===== config.mk =====
export PLATFORM = sky130hd
export DESIGN_NAME = dual_dac_regbank
export DESIGN_NICKNAME = d
export VERILOG_FILES = /design/src/rtl/dac_bank_pkg.sv /design/src/rtl/dac_sync.sv /design/src/rtl/dac_channel.sv /design/src/rtl/dual_dac_regbank.sv
export SDC_FILE = /design/constraint.sdc
export NUM_CORES = 1
export LEC_CHECK = 0
export ABC_CLOCK_PERIOD_IN_PS = 1700
export BUFFER_PORTS_ARGS = -buffer_cell sky130_fd_sc_hd__buf_4
export CAP_MARGIN = 20
export CORE_MARGIN = 2
export CORE_UTILIZATION = 56
export DETAILED_ROUTE_END_ITERATION = 8
export PLACE_DENSITY = 0.89
export SYNTH_ARGS = -nofsm -noshare
export SYNTH_HDL_FRONTEND = slang
export SYNTH_SLANG_ARGS = --single-unit

===== constraint.sdc =====
create_clock -name clk -period 1.7 [get_ports clk]
set_input_delay 0.34 -clock clk [delete_from_list [all_inputs] [get_ports clk]]
set_output_delay 0.34 -clock clk [all_outputs]
set_load 0.1 [all_outputs]

===== src/rtl/dac_bank_pkg.sv =====
package dac_bank_pkg;

  localparam int BUS_W = 12;
  localparam int SYNC_STAGES = 2;

  typedef enum logic {
    CH_B = 1'b0,
    CH_A = 1'b1
  } chan_e;

  // Right-aligns a code of width cw that sits in the top of the bus.
  function automatic logic [BUS_W-1:0] align_code(input logic [BUS_W-1:0] bus,
                                                  input int unsigned cw);
    return bus >> (BUS_W - cw);
  endfunction

  // Strobe inputs are active low.
  function automatic logic strobe_on(input logic level_n);
    return ~level_n;
  endfunction

endpackage


===== src/rtl/dac_sync.sv =====
module dac_sync #(
  parameter int W = 1,
  parameter int STAGES = 2,
  parameter logic [W-1:0] RST_VAL = '0
) (
  input  logic         clk,
  input  logic         rst_n,
  input  logic [W-1:0] d,
  output logic [W-1:0] q
);
  logic [W-1:0] stg [STAGES];

  genvar s;
  generate
    for (s = 0; s < STAGES; s++) begin : g_stage
      if (s == 0) begin : g_first
        always_ff @(posedge clk or negedge rst_n) begin
          if (!rst_n) stg[0] <= RST_VAL;
          else        stg[0] <= d;
        end
      end else begin : g_next
        always_ff @(posedge clk or negedge rst_n) begin
          if (!rst_n) stg[s] <= RST_VAL;
          else        stg[s] <= stg[s-1];
        end
      end
    end
  endgenerate

  assign q = stg[STAGES-1];
endmodule


===== src/rtl/dac_channel.sv =====
module dac_channel #(
  parameter int CODE_W = 12
) (
  input  logic              clk,
  input  logic              rst_n,
  input  logic              wr_en,
  input  logic [CODE_W-1:0] wr_code,
  input  logic              ld_en,
  input  logic              pwr_on,
  output logic [CODE_W-1:0] in_q,
  output logic [CODE_W-1:0] code_q,
  output logic              oe_q,
  output logic              upd_q
);
  logic [CODE_W-1:0] in_nxt;
  logic [CODE_W-1:0] dac_nxt;
  logic              code_moves;

  always_comb begin
    in_nxt     = wr_en ? wr_code : in_q;
    dac_nxt    = ld_en ? in_nxt : code_q;
    code_moves = (dac_nxt != code_q);
  end

  always_ff @(posedge clk or negedge rst_n) begin
    if (!rst_n) begin
      in_q   <= '0;
      code_q <= '0;
      oe_q   <= 1'b0;
      upd_q  <= 1'b0;
    end else begin
      in_q   <= in_nxt;
      code_q <= dac_nxt;
      oe_q   <= pwr_on;
      upd_q  <= code_moves;
    end
  end

  // an input register is written only while it is selected
  p_in_hold_r2: assert property (@(posedge clk) disable iff (!rst_n)
    !wr_en |=> $stable(in_q));

  // a closed strobe freezes the DAC register
  p_dac_hold_r3: assert property (@(posedge clk) disable iff (!rst_n)
    !ld_en |=> $stable(code_q));

  // a write and a load in the same cycle flow through together
  p_flow_r10: assert property (@(posedge clk) disable iff (!rst_n)
    (ld_en && wr_en) |=> (code_q == $past(wr_code)));

  // output enable follows the power state one edge later
  p_oe_on_r6: assert property (@(posedge clk) disable iff (!rst_n)
    pwr_on |=> oe_q);
  p_oe_off_r6: assert property (@(posedge clk) disable iff (!rst_n)
    !pwr_on |=> !oe_q);

  // an update pulse only marks a real change of code
  p_upd_real_r9: assert property (@(posedge clk) disable iff (!rst_n)
    upd_q |-> (code_q != $past(code_q)));
  p_upd_quiet_r9: assert property (@(posedge clk) disable iff (!rst_n)
    !upd_q |-> (code_q == $past(code_q)));
endmodule


===== src/rtl/dual_dac_regbank.sv =====
module dual_dac_regbank
  import dac_bank_pkg::*;
#(
  parameter int CODE_W = 12
) (
  input  logic              clk,
  input  logic              rst_n,
  input  logic              cs_n,
  input  logic              ch_sel,
  input  logic              load_a_n,
  input  logic              load_b_n,
  input  logic              shdn_n,
  input  logic [BUS_W-1:0]  data,
  output logic [CODE_W-1:0] code_a,
  output logic [CODE_W-1:0] code_b,
  output logic              oe_a,
  output logic              oe_b,
  output logic              upd_a,
  output logic              upd_b
);
  localparam int CTRL_W = 5;
  localparam int SYNC_W = CTRL_W + BUS_W;
  localparam logic [SYNC_W-1:0] SYNC_RST = {1'b1, 1'b0, 1'b1, 1'b1, 1'b0, {BUS_W{1'b0}}};
  localparam int NCH = 2;

  logic [SYNC_W-1:0] sync_q;
  logic              cs_n_s, sel_s, lda_n_s, ldb_n_s, shdn_n_s;
  logic [BUS_W-1:0]  data_s;
  logic              cs_n_d;
  logic              cs_rise;
  logic [BUS_W-1:0]  aligned;
  logic [CODE_W-1:0] wr_code;
  logic [NCH-1:0]    wr_en;
  logic [NCH-1:0]    ld_en;
  logic [CODE_W-1:0] in_v   [NCH];
  logic [CODE_W-1:0] code_v [NCH];
  logic [NCH-1:0]    oe_v;
  logic [NCH-1:0]    upd_v;

  dac_sync #(
    .W       (SYNC_W),
    .STAGES  (SYNC_STAGES),
    .RST_VAL (SYNC_RST)
  ) u_sync (
    .clk   (clk),
    .rst_n (rst_n),
    .d     ({cs_n, ch_sel, load_a_n, load_b_n, shdn_n, data}),
    .q     (sync_q)
  );

  assign {cs_n_s, sel_s, lda_n_s, ldb_n_s, shdn_n_s, data_s} = sync_q;

  always_ff @(posedge clk or negedge rst_n) begin
    if (!rst_n) cs_n_d <= 1'b1;
    else        cs_n_d <= cs_n_s;
  end

  assign cs_rise = cs_n_s & ~cs_n_d;
  assign aligned = align_code(data_s, CODE_W);
  assign wr_code = aligned[CODE_W-1:0];

  // Channel index: 1 = A, 0 = B
  assign wr_en[int'(CH_A)] = strobe_on(cs_n_s) && (chan_e'(sel_s) == CH_A);
  assign wr_en[int'(CH_B)] = strobe_on(cs_n_s) && (chan_e'(sel_s) == CH_B);
  assign ld_en[int'(CH_A)] = strobe_on(lda_n_s);
  assign ld_en[int'(CH_B)] = strobe_on(ldb_n_s);

  genvar c;
  generate
    for (c = 0; c < NCH; c++) begin : g_ch
      dac_channel #(.CODE_W(CODE_W)) u_ch (
        .clk     (clk),
        .rst_n   (rst_n),
        .wr_en   (wr_en[c]),
        .wr_code (wr_code),
        .ld_en   (ld_en[c]),
        .pwr_on  (shdn_n_s),
        .in_q    (in_v[c]),
        .code_q  (code_v[c]),
        .oe_q    (oe_v[c]),
        .upd_q   (upd_v[c])
      );
    end
  endgenerate

  assign code_a = code_v[int'(CH_A)];
  assign code_b = code_v[int'(CH_B)];
  assign oe_a   = oe_v[int'(CH_A)];
  assign oe_b   = oe_v[int'(CH_B)];
  assign upd_a  = upd_v[int'(CH_A)];
  assign upd_b  = upd_v[int'(CH_B)];

  // at most one input register is written in any cycle
  p_one_target_r1: assert property (@(posedge clk) disable iff (!rst_n)
    $onehot0(wr_en));

  // the chip-select rising edge freezes both input registers
  p_cs_rise_hold_r2: assert property (@(posedge clk) disable iff (!rst_n)
    cs_rise |=> ($stable(in_v[0]) && $stable(in_v[1])));

  // both strobes open means both codes take their input registers
  p_joint_load_r4: assert property (@(posedge clk) disable iff (!rst_n)
    (&ld_en && !(|wr_en)) |=> (code_v[0] == $past(in_v[0]) && code_v[1] == $past(in_v[1])));

  // both output enables agree at all times
  p_oe_pair_r6: assert property (@(posedge clk) disable iff (!rst_n)
    oe_a == oe_b);
endmodule


# == After elaboration in Yosys (flattened, before gate mapping) ==
# Cells that the tools add are included.
# totals
ff_bits,85
input_bits,19
# classes
n_eq_ne,2
mux,4
bitwise,2
n_reduce_logical,2
# op_table
operator,n
two-way mux 12 bit,4
inequality test 12 bit,2
logical AND 1 bit,2
inverter 1 bit,2

# == Logic depth before layout (Yosys ltp) ==
# Gate-level depths: netlist (run 1).
# depth
word_depth,5
mapped_depth,7
depth_no_buf,5

# == Hierarchy ==
# From an unflattened synthesis (run 1), not the netlist that was laid out.
# hier_totals
cells_unflattened,243
area_unflattened_um2,3208.1
# by_module_without_submodules
mod,n_inst,cells_each,area_per_inst_um2
dac_channel,2,94,1098.6
dac_sync,1,51,985.9
dual_dac_regbank,1,4,25.0

# == Worst setup path after synthesis (run 1) ==
# Ideal clock, no wire load.
# synth_timing
path_kind,register to register
from,reg g_ch[1].u_ch.code_q[8]
to,reg g_ch[1].u_ch.upd_q
setup_ns,0.142
arrival_time_ns,1.896
slack_ns,-0.338
stages_incl_launch_ff,6
cell_sequence,dfrtp_1 > xor2_1 > a2111oi_4 > a221oi_1 > a21oi_2 > a41oi_2
# synth_between
elab_chain_cells,2
# synth_rtl
element,line_no,source
from (decl),dac_channel.sv:11,"output logic [CODE_W-1:0] code_q,"
from (signal assigned),dac_channel.sv:33,code_q <= dac_nxt;
two-way mux 12 bit,dac_channel.sv:21,dac_nxt = ld_en ? in_nxt : code_q;
inequality test 12 bit (*),dac_channel.sv:22,code_moves = (dac_nxt != code_q);
named net g_ch[1].u_ch.code_moves,dac_channel.sv:17,logic code_moves;
to (signal assigned),dac_channel.sv:35,upd_q <= code_moves;
to (decl),dac_channel.sv:13,output logic upd_q
# The timed path passes the listed nets; every way through them passes the cells marked *.

# == Final worst setup path (run 1) ==
# layout_timing
from,reg u_sync.stg (netlist bit u_sync.q[16])
to,reg g_ch[1].u_ch.upd_q
# layout_between
elab_chain_cells,5
# layout_rtl
element,line_no,source
from (decl),dac_sync.sv:11,logic [W-1:0] stg [STAGES];
"from (signal, indexed assignment)",dac_sync.sv:24,else stg[s] <= stg[s-1];
inverter 1 bit,dac_bank_pkg.sv:19,return ~level_n;
logical AND 1 bit,dual_dac_regbank.sv:63,assign wr_en[int'(CH_A)] = strobe_on(cs_n_s) && (chan_e'(sel_s) == CH_A);
two-way mux 12 bit,dac_channel.sv:20,in_nxt = wr_en ? wr_code : in_q;
two-way mux 12 bit,dac_channel.sv:21,
inequality test 12 bit,dac_channel.sv:22,
named net g_ch[1].u_ch.code_moves,dac_channel.sv:17,
# The timed path passes the listed nets, and every way through them passes these cells.

==> summary.md, run 1 <==
| Metric | Value |
|---|---|
| Sequential-to-total area share from yosys stat | between 60% and 70% |
| Core Region | around 5900 sq um |
| Largest net degree at the start of global routing | 35 |
| Clock root buffer | clkbuf_8 |
| Critical Path End Type | register |
| Residual DRC | 0 |
| Std cell rows | 28 |
| Initial cell density of the core | 57.2% |
| Pwr per Cell Area | around 1300 nW/um^2 |
| Cells after synthesis | roughly 260 |
| Hold Vio Cnt, Final | 0 |
| Hold path start | data[10] |
| Clk pin slew, worst setup/hold paths | 0.08 ns |
| FF+latch area | 2160 sq um |
| Overall power | 5.53 mW |
| Fmax | 0.611 GHz |
| Distinct cell type count after synthesis | 39 |
| Avg Cell Area, Syn | 13.1 sq um |
| Period utilization | 96.2% |
| Mapped Nets | 274 |
| Max-cap violations | 0 |
| Via count | 2104 |
| Asr flop ratio synth | 100% |
| GRT Overall Usage | 21.9% |
| Io pins | 47 |
| Area of placed instances | 3860 sq um |
| Worst setup path class | reg -> reg |
| Layout cells sized above 1 | 38.7% |
| First-pass GRT wire length | around 10000 um |
| Router iterations before antenna repair | 4 |
| Top_reg_cell synth | dfrtp_1 |
| Nets | 329 |
| Max IR drop VDD | 980 uV |
| Via density | 5.39 |
| Number of fillers in the final layout | about 400 |
| Fin Clk Skew | between 0.006 and 0.007 ns |
| CP startpoint kind | register |
| Clock latency at the later pin of the worst-skew pair | 0.35 ns |
| CTS buffer count | 9 |
| H-Tree Level Count | 3 |
| Setup Viol. Count Final | 0 |
| Drt total wl | 6340 um |
| EDFF count, synth | 0 |
| Drt wl/cell | between 15 and 20 um |
| CP max FO | 18 |
| TritonCTS clock tree | built |
| Worst Hold Class | in -> reg |
| Die ar. | 6610 sq um |
| Grt ovf | 0 |
| Worst Setup SP | u_sync.q[16] |
| Ys Warns | 0 |
| Slew @ Worst Pin | approximately 0.45 ns |
| Post-CTS Setup Inserts | 0 |
| DIE WIDTH | 81.3 um |
| Critical path required time | 1.93 ns |
| Smallest hold slack | 0.0875 ns |
| Vias in the first global route | ~2100 |
| Seq cells post-synth | 85 |
| Max_slew headroom | 70.0% |
| Fin Setup TNS | 0 ns |
| Clock Sinks | 85 |
| Tmin final | around 1.6 ns |
| Port Buffers | 46 |
| WP data arrival | roughly 1.9 ns |
| Initial DRC Count | 195 |
| Ant diodes | 0 |
| Die Ht | 81.3 um |
| Pleak | 1.82 nW |
| Max Transition Viols Final | 0 |
| Clock tree buffer depth | 2 |
| Multi-input logic area | around 1100 sq um |
| RSZ-0062 raised after global routing | yes |
| Antenna viol nets, final | 0 |
| Initial antenna violation count | 0 |
| DP HPWL | 4470 um |
| Reg2reg start | u_sync.q[16] |
| Synthesized area | about 3300 sq um |
| Status | complete, no violations |
| Design Area, Final | roughly 4100 sq um |
| Placer congestion estimate | 0.875 |
| Layout area overhead | 22.5% |
## registers in the layout, indices dropped and copies added (netlist names)
signal,cells
u_sync.stg,17
u_sync.q,17
g_ch.u_ch.code_q,24
g_ch.u_ch.oe_q,1
g_ch.u_ch.in_q,24
g_ch.u_ch.upd_q,2
## cell type report
type                       instances  share of cell area, %
timing repair buffer              54                   11.2
tap                               75                   2.29
multi-input combinational        145                   27.7
clock buffer                      10                   3.11
inverter                          15                   1.37
sequential                        85                   52.6
clock inverter                     6                   1.74
## through the flow
| step | setup slack, ns | std cells | util (%) |
|---|---|---|---|
| global placement | 0.0982 | 373 | 65.9 |
| detailed placement | -0.00991 | 373 | 65.9 |
| finish | 0.0642 | 390 | 70.1 |
| floorplan | 0.0272 | 255 | - |
| global route | -0.0384 | 390 | 70.1 |
| CTS | 0.0450 | 390 | 69.7 |
## final timing paths
kind	end	slack, ns	cells after the start
setup reg to reg	g_ch[1].u_ch.upd_q	0.06	6
setup / recovery	g_ch[1].u_ch.upd_q	0.06	6
min in group asynchronous	g_ch[1].u_ch.code_q[11]	0.47	2
hold reg to reg	u_sync.q[3]	0.35	0
max in group asynchronous	u_sync.q[13]	0.64	3
hold / removal	u_sync.stg[27]	0.09	1
## cells in the final DEF, fill, tap and decap left out, types with 4 or more instances in the layout
master	netlist	final
a21oi_1	12	12
buf_12	0	4
buf_4	2	49
clkbuf_8	0	9
dfrtp_1	79	64
dfrtp_2	0	13
dfstp_2	6	6
inv_1	12	12
mux2_1	8	8
mux2_2	21	21
nand2_1	23	23
nor2_1	9	9
o21ai_0	5	5
o21ai_1	7	7
xnor2_1	15	15
xor2_1	13	13
## synthesized netlist by cell type (3+ instances only)
cell / n / area (sq um)
a21oi_1: 12 / 60.1
buf_2: 4 / 20.0
clkbuf_1: 3 / 11.3
dfrtp_1: 79 / 1980
dfstp_2: 6 / 158
inv_1: 12 / 45.0
mux2_1: 8 / 90.1
mux2_2: 21 / 236
nand2_1: 23 / 86.3
nor2_1: 9 / 33.8
o21ai_0: 5 / 25.0
o21ai_1: 7 / 35.0
xnor2_1: 15 / 131
xor2_1: 13 / 114
## repair_timing
item	in CTS	in global routing
endpoints found under the setup margin	1	2
endpoints found under the hold margin	32	0
pin swaps	1	2
gates cloned	0	0
gates resized for setup	2	6
hold buffers	1	0
## metal layers
layer / routed length [um] / part of all wire, % / global-route usage [%]
met1: 2740 / 43 / 29.5
met2: 3190 / 50 / 33.2
met3: 331 / 5.2 / 4.89
met4: 85 / 1.3 / 11.5
met5: 0 / 0 / 0
## kinds of logic after synthesis
| family | share of synthesized area (%) |
|---|---|
| AOI/OAI and AO/OA | 9.08 |
| buffers and inverters | 3.40 |
| DFF | 63.8 |
| xor gates and xnor gates | 7.32 |
| and+or+nand+nor | 5.79 |
| muxes | 10.7 |
## power breakdown
group | total [mW] | leakage, nW | internal (mW) | switching [mW]
registers | 2.49 | 0.984 | 2.26 | 0.231
logic | 1.64 | 0.747 | 0.486 | 1.15
clock network | 1.40 | 0.0935 | 0.691 | 0.711
total | 5.53 | 1.82 | 3.44 | 2.09
## worst max-delay path, stage by stage (launching register included)
cell and delay (ns):
dfstp_2 0.60, nor2b_4 0.06, buf_12 0.15, a2111oi_4 0.25, a22oi_2 0.14, a21oi_2 0.18, a41oi_2 0.12
Note: power is estimated with default switching activity, not from simulation.
==> inputs of run 2 (changes only) <==
--- a/config.mk
+++ b/config.mk
@@ -11,7 +11,8 @@
 export CORE_MARGIN = 2
 export CORE_UTILIZATION = 56
 export DETAILED_ROUTE_END_ITERATION = 8
-export PLACE_DENSITY = 0.89
+export GPL_TIMING_DRIVEN = 0
+export PLACE_DENSITY = 0.78
 export SYNTH_ARGS = -nofsm -noshare
 export SYNTH_HDL_FRONTEND = slang
 export SYNTH_SLANG_ARGS = --single-unit
==> run 2 against run 1 <==
  * Critical endpoint unchanged
  * Non-clock buffer count grew 5
  * Critical path depth is the same
  * Critical path type unchanged
  * Hold slack gained 0.0051 ns
  * First-iteration DRC count shrank 12%
==> summary.md, run 2 (synthesis gave the netlist of run 1 again) <==
| Metric | Value |
|---|---|
| Ant diodes | 0 (unchanged) |
| Worst reg2reg endpoint | g_ch[1].u_ch.upd_q |
| Die Ht | 81.3 um (unchanged) |
| CP max FO | 4 (-14) |
| Hold path start | ch_sel |
| Dpl ws | -0.00996 ns (-0.0000505 ns) |
| Tmin final | 1.62 ns (-0.0161 ns) |
| Top Layer Used | met4 |
| DP HPWL | 4210 um (-5.7%) |
| Fin Clk Skew | 0.00729 ns (+0.000293 ns) |
| Max_slew headroom | 63.8% (-6.2 points) |
| Largest net degree at the start of global routing | 86 (+150%) |
| Worst hold path depth | 1 (unchanged) |
| Critical path required time | 1.92 ns (about the same) |
| Clock root buffer | clkbuf_8 |
| Vias in the first global route | 2065 (-2.5%) |
| Regs by FF count | g_ch.u_ch.code_q: 24 flops, g_ch.u_ch.in_q: 24 flops |
| NetSw | 2.05 mW (-1.8%) |
| Min-Delay Endpoint | u_sync.stg[32] |
| Hold Vio Cnt, Final | 0 (unchanged) |
| Reg2reg start | u_sync.q[16] |
| Status | complete, no violations |
| Layout area overhead | 22.7% |
| Fin Setup TNS | 0 ns (unchanged) |
| Initial antenna violation count | 0 (unchanged) |
| Pwr per Cell Area | 1380 nW/um^2 (+2.1%) |
| Port Buffers | 46 (unchanged) |
| Max-cap violations | 0 (unchanged) |
| Slew @ Worst Pin | 0.542 ns (+0.0929 ns) |
| RSZ-0062 raised after global routing | yes |
| Sw frac | 36.3% (-1.5 points) |
| Core Region | 5850 sq um (unchanged) |
| CTS buffer count | 9 (unchanged) |
| Worst Hold Class | in -> reg |
| Fmax | 0.617 GHz (+1.0%) |
| TritonCTS clock tree | built |
| WP data arrival | 1.84 ns (-0.02 ns) |
| R2r setup slk | 0.08 ns (+0.02 ns) |
| H-Tree Level Count | 3 (unchanged) |
| Cell-internal power | 3.61 mW (+4.8%) |
| DIE WIDTH | 81.3 um (unchanged) |
| GRT Overall Usage | 20.8% (-1.1 points) |
| Number of fillers in the final layout | 409 (+1.2%) |
| WL met2 | 2910 um (-8.7%) |
| Via count | 2056 (-2.3%) |
| Setup ws final | 0.0803 ns (+0.0161 ns) |
| Io pins | 47 (unchanged) |
| CP startpoint kind | register |
| Grt ovf | 0 (unchanged) |
| Clock network fraction of design power | 27.7% (+2.3 points) |
| Residual DRC | 0 (unchanged) |
| R2R depth | 6 (unchanged) |
| Period utilization | 95.3% (-0.95 points) |
| Pleak | 1.85 nW (+1.3%) |
| Nets | 334 (+1.5%) |
| Clk pin slew, worst setup/hold paths | 0.08 ns (about the same) |
| Layout cells sized above 1 | 38.4% (-0.29 points) |
| Routed met3 length | 252 um (-24%) |
| Critical Path End Type | register |
| Drt wl/cell | 15.5 um (-4.7%) |
| Commonest non-fill, non-tap cell in the layout | dfrtp_1 |
| First-pass GRT wire length | 10000 um (-3.6%) |
| Setup Viol. Count Final | 0 (unchanged) |
| Via density | 5.21 (-3.5%) |
| Initial DRC Count | 171 (-12%) |
| Clock Sinks | 85 (unchanged) |
| Max IR drop VDD | 751 uV (-23%) |
| Flop pwr share | 43.7% (-1.4 points) |
| Post-Route M1 WL | 2770 um (+0.99%) |
| Commonest non-fill, non-tap cells in the layout | dfrtp_1 (64), buf_4 (49), nand2_1 (23) |
| Combinational Power Share | 28.6% (-1.0 points) |
| Std cell rows | 28 (unchanged) |
| Placer congestion estimate | 0.849 (-2.9%) |
| Clock latency at the later pin of the worst-skew pair | 0.35 ns (about the same) |
| Die ar. | 6610 sq um (unchanged) |
| Initial cell density of the core | 57.2% (unchanged) |
| Antenna viol nets, final | 0 (unchanged) |
| Router iterations before antenna repair | 4 (unchanged) |
| Drt total wl | 6120 um (-3.5%) |
| Clock tree buffer depth | 2 (unchanged) |
| Max Transition Viols Final | 0 (unchanged) |
| Worst setup path class | reg -> reg |
==> run 2: cell types whose count changed in the layout (fill, tap and decap cells not counted), sizes merged <==
cell	previous run	this run
clkbuf	10	13
inv	15	13
bufinv	1	2
buf	53	55
clkinv	3	5
clkinvlp	2	1
==> run 2: critical path, cell delays in order, from the launching register on <==
cell and delay [ns]:
dfstp_2 0.56, nand2b_1 0.12, buf_6 0.12, mux2_4 0.31, xor2_1 0.14, nor2_1 0.12
a41oi_2 0.12
==> run 2: repair_timing <==
item,4_1_cts,5_1_grt
gates cloned,0,0
hold buffers,0,1
setup endpoints to repair,1,3
pin swaps,0,2
gates resized for setup,2,9
buffers inserted,0,1
hold endpoints to repair,0,22
==> run 2: worst max-delay path by stage <==
| stage | startpoint | to | slack (ns) | depth (start not counted) |
|---|---|---|---|---|
| 6_report | u_sync.q[16] | g_ch[1].u_ch.upd_q | 0.08 | 6 |
| 5_1_grt | u_sync.q[16] | g_ch[1].u_ch.upd_q | -0.02 | 6 |
| 4_1_cts | u_sync.q[15] | g_ch[0].u_ch.upd_q | 0.01 | 6 |
| 3_5_place_dp | u_sync.q[16] | g_ch[1].u_ch.upd_q | -0.01 | 6 |
| 3_3_place_gp | u_sync.q[16] | g_ch[1].u_ch.upd_q | -0.02 | 6 |
| 2_1_floorplan | g_ch[1].u_ch.code_q[9] | g_ch[1].u_ch.upd_q | 0.03 | 5 |
==> run 2: stage by stage <==
stage                     hold WS [ns]  cell area, sq um  util [%]  power (mW)  cells
after floorplan                 0.0444              3370         -        3.72    255
after global routing            0.0734              4110      70.2        5.92    395
final                           0.0926              4110      70.2        5.66    395
after detailed placement         0.335              3810      65.1        4.12    376
after global placement           0.332              3810      65.1        4.09    376
after CTS                       0.0731              4040      69.1        5.69    392
==> run 2: cell type report <==
type / instances / area [sq um] / share of cell area [%]
timing repair buffer: 49 / 390 / 9.50
clock inverter: 6 / 86.3 / 2.10
buffer: 10 / 76.3 / 1.86
inverter: 15 / 56.3 / 1.37
tap: 75 / 93.8 / 2.28
multi-input combinational: 145 / 1110 / 27.0
clock buffer: 10 / 138 / 3.35
sequential: 85 / 2160 / 52.5
==> run 2: metal layers <==
layer	GRT usage (%)	vias up
met5	0	-
li1	-	985
met1	27.4	995
met4	11.7	0
met2	31.6	61
met3	5.00	15
==> run 2: power groups by stage <==
stage | sequential (mW) | combinational (mW) | clock, mW
5_1_grt | 2.51 | 1.71 | 1.69
2_1_floorplan | 3.23 | 0.491 | 0
3_3_place_gp | 2.50 | 1.58 | 0
6_report | 2.48 | 1.62 | 1.57
4_1_cts | 2.48 | 1.61 | 1.60
3_5_place_dp | 2.52 | 1.60 | 0
==> inputs of run 3 (changes only) <==
--- a/config.mk
+++ b/config.mk
@@ -6,13 +6,15 @@
 export NUM_CORES = 1
 export LEC_CHECK = 0
 export ABC_CLOCK_PERIOD_IN_PS = 1700
-export BUFFER_PORTS_ARGS = -buffer_cell sky130_fd_sc_hd__buf_4
+export BUFFER_PORTS_ARGS = -buffer_cell sky130_fd_sc_hd__buf_2
 export CAP_MARGIN = 20
 export CORE_MARGIN = 2
 export CORE_UTILIZATION = 56
 export DETAILED_ROUTE_END_ITERATION = 8
 export GPL_TIMING_DRIVEN = 0
+export MAX_ROUTING_LAYER = met4
 export PLACE_DENSITY = 0.78
+export REMOVE_ABC_BUFFERS = 1
 export SYNTH_ARGS = -nofsm -noshare
 export SYNTH_HDL_FRONTEND = slang
 export SYNTH_SLANG_ARGS = --single-unit
==> run 3 against run 2 <==
  * Combinational power shrank 3%
  * Clock-buffer cell count grew 2
  * Sequential share of layout area grew 0.85 points
  * Hold slack lost 0.0092 ns
  * Critical path type unchanged
  * Cell area shrank 2.6%
  * Non-clock buffer count is the same
  * Clock skew shrank 0.00075 ns
  * Global-route usage grew 0.48 points
  * Fmax shrank 1.3%
  * Die area is the same
  * Critical endpoint unchanged
  * Power shrank 4.3%
  * Highest routed layer unchanged
  * Worst setup slack lost 0.022 ns
  * Largest cell class unchanged
==> summary.md, run 3 (synthesis gave the netlist of run 1 again) <==
| Metric | Value |
|---|---|
| Clock Sinks | 85 (unchanged) |
| Die ar. | 6610 sq um (unchanged) |
| Via count | 2107 (+2.5%) |
| Port Buffers | 46 (unchanged) |
| Dpl ws | -0.497 ns (-0.487 ns) |
| Drt total wl | 6110 um (-0.28%) |
| Design Area, Final | 4000 sq um (-2.6%) |
| Clock tree buffer depth | 2 (unchanged) |
| Pwr per Cell Area | 1350 nW/um^2 (-1.7%) |
| Router iterations before antenna repair | 4 (unchanged) |
| Commonest non-fill, non-tap cells in the layout | dfrtp_1 (78), buf_2 (45), nand2_1 (23) |
| Max Transition Viols Final | 0 (unchanged) |
| Std cell rows | 28 (unchanged) |
| Worst reg2reg endpoint | g_ch[1].u_ch.upd_q |
| Grt ovf | 0 (unchanged) |
| Nets | 335 (+0.30%) |
| Max IR drop VDD | 916 uV (+22%) |
| Critical path required time | 1.91 ns (about the same) |
| Vias in the first global route | 2007 (-2.8%) |
| R2R depth | 5 (-1) |
| Slew @ Worst Pin | 0.496 ns (-0.0466 ns) |
| Hold path start | load_a_n |
| Clk pin slew, worst setup/hold paths | 0.08 ns (about the same) |
| Ant diodes | 0 (unchanged) |
| Clock root buffer | clkbuf_8 |
| Via density | 5.32 (+2.2%) |
| DIE WIDTH | 81.3 um (unchanged) |
| Smallest hold slack | 0.0834 ns (-0.00917 ns) |
| Area of placed instances | 3660 sq um (-4.1%) |
| Commonest non-fill, non-tap cell in the layout | dfrtp_1 |
| CTS buffer count | 9 (unchanged) |
| Slowest-stage cell, CP | dfstp_2 |
| R2r setup slk | 0.06 ns (-0.02 ns) |
| Min-Delay Endpoint | u_sync.stg[31] |
| Layout area overhead | 19.5% |
| Clock latency at the later pin of the worst-skew pair | 0.35 ns (about the same) |
| Die Ht | 81.3 um (unchanged) |
| Max_slew headroom | 67.2% (+3.3 points) |
| Tmin final | 1.64 ns (+0.0220 ns) |
| Worst setup path class | reg -> reg |
| Pleak | 1.84 nW (-0.54%) |
| Placer congestion estimate | 0.790 (-7.0%) |
| Period utilization | 96.6% (+1.3 points) |
| Reg2reg start | u_sync.q[16] |
| Antenna viol nets, final | 0 (unchanged) |
| First-pass GRT wire length | 9840 um (-1.9%) |
| Core Region | 5850 sq um (unchanged) |
| Layout cells sized above 1 | 35.5% (-2.9 points) |
| Initial DRC Count | 151 (-12%) |
| Io pins | 47 (unchanged) |
| Largest net degree at the start of global routing | 72 (-16%) |
| CP startpoint kind | register |
| CP max FO | 4 (unchanged) |
| Critical Path End Type | register |
| Status | complete, no violations |
| Residual DRC | 0 (unchanged) |
| Worst Hold Class | in -> reg |
| Cell Chain, Critical Path | nand2b_4 -> mux2_4 -> xor2_1 -> nor2_2 -> a41oi_2 |
| H-Tree Level Count | 3 (unchanged) |
| Setup ws final | 0.0583 ns (-0.0220 ns) |
| Fmax | 0.609 GHz (-1.3%) |
| Regs by FF count | g_ch.u_ch.code_q: 24 flops, g_ch.u_ch.in_q: 24 flops |
| Fin Clk Skew | 0.00654 ns (-0.000751 ns) |
| GRT Overall Usage | 21.3% (+0.48 points) |
| DP HPWL | 3980 um (-5.6%) |
| Initial antenna violation count | 0 (unchanged) |
| WP data arrival | 1.85 ns (about the same) |
| TritonCTS clock tree | built |
| Worst stage delay on the critical path | 0.60 ns (+0.04 ns) |
| Max-cap violations | 0 (unchanged) |
| Initial cell density of the core | 57.2% (unchanged) |
| Setup Viol. Count Final | 0 (unchanged) |
| Hold Vio Cnt, Final | 0 (unchanged) |
| Drt wl/cell | 15.4 um (-0.53%) |
| Worst hold path depth | 1 (unchanged) |
[run 3: repair_timing]
item,CTS,global route
pin swaps,4,1
buffers inserted,10,0
setup endpoints to repair,22,2
gates cloned,1,0
hold buffers,1,0
endpoints found under the hold margin,13,0
gates resized for setup,6,10
[run 3: power by group]
| part | internal, mW | leakage, nW | switching [mW] |
|---|---|---|---|
| clock network | 0.715 | 0.0964 | 0.665 |
| logic | 0.422 | 0.743 | 1.15 |
| registers | 2.25 | 0.999 | 0.219 |
| total | 3.39 | 1.84 | 2.03 |
[run 3: how the worst max path moves through the flow]
stage                                start            endpoint  cells after the start
finish                        u_sync.q[16]  g_ch[1].u_ch.upd_q                      5
global route                  u_sync.q[15]  g_ch[0].u_ch.upd_q                      7
CTS                           u_sync.q[15]  g_ch[0].u_ch.upd_q                      6
detailed placement            u_sync.q[15]  g_ch[0].u_ch.upd_q                      5
global placement              u_sync.q[15]  g_ch[1].u_ch.upd_q                      5
floorplan           g_ch[1].u_ch.code_q[8]  g_ch[1].u_ch.upd_q                      5
[run 3: cell type report]
| class | count | area, sq um |
|---|---|---|
| Multi-Input combinational cell | 146 | 1160 |
| Inverter | 15 | 56.3 |
| Sequential cell | 85 | 2140 |
| Clock inverter | 4 | 47.5 |
| Clock buffer | 12 | 145 |
| Tap cell | 75 | 93.8 |
| Timing Repair Buffer | 59 | 364 |
| Fill cell | 443 | 1850 |
[run 3: metrics by stage]
step	util (%)	instances	TNS [ns]	power, mW
global placement	61.8	366	-29.94	3.97
global route	68.4	396	-0.00165	5.67
floorplan	-	245	-0.987	3.69
finish	68.4	396	0	5.42
CTS	67.7	396	0	5.43
detailed placement	62.5	368	-3.38	4.02
[run 3: per-layer routing]
layer / share of wire (%) / vias to the layer above / track usage [%] / routed length [um]
li1: - / 991 / - / -
met1: 44 / 1029 / 27.5 / 2690
met2: 47 / 73 / 31.6 / 2870
met3: 6.0 / 14 / 4.00 / 367
met4: 2.9 / 0 / 12.2 / 177
met5: 0 / - / - / 0
[run 3: worst max-delay path, delay by kind of cell (launching register included)]
family | cells | cell delay (ns)
xor+xnor | 1 | 0.15
simple gates | 2 | 0.31
compound gates | 1 | 0.13
flops | 1 | 0.60
mux | 1 | 0.31
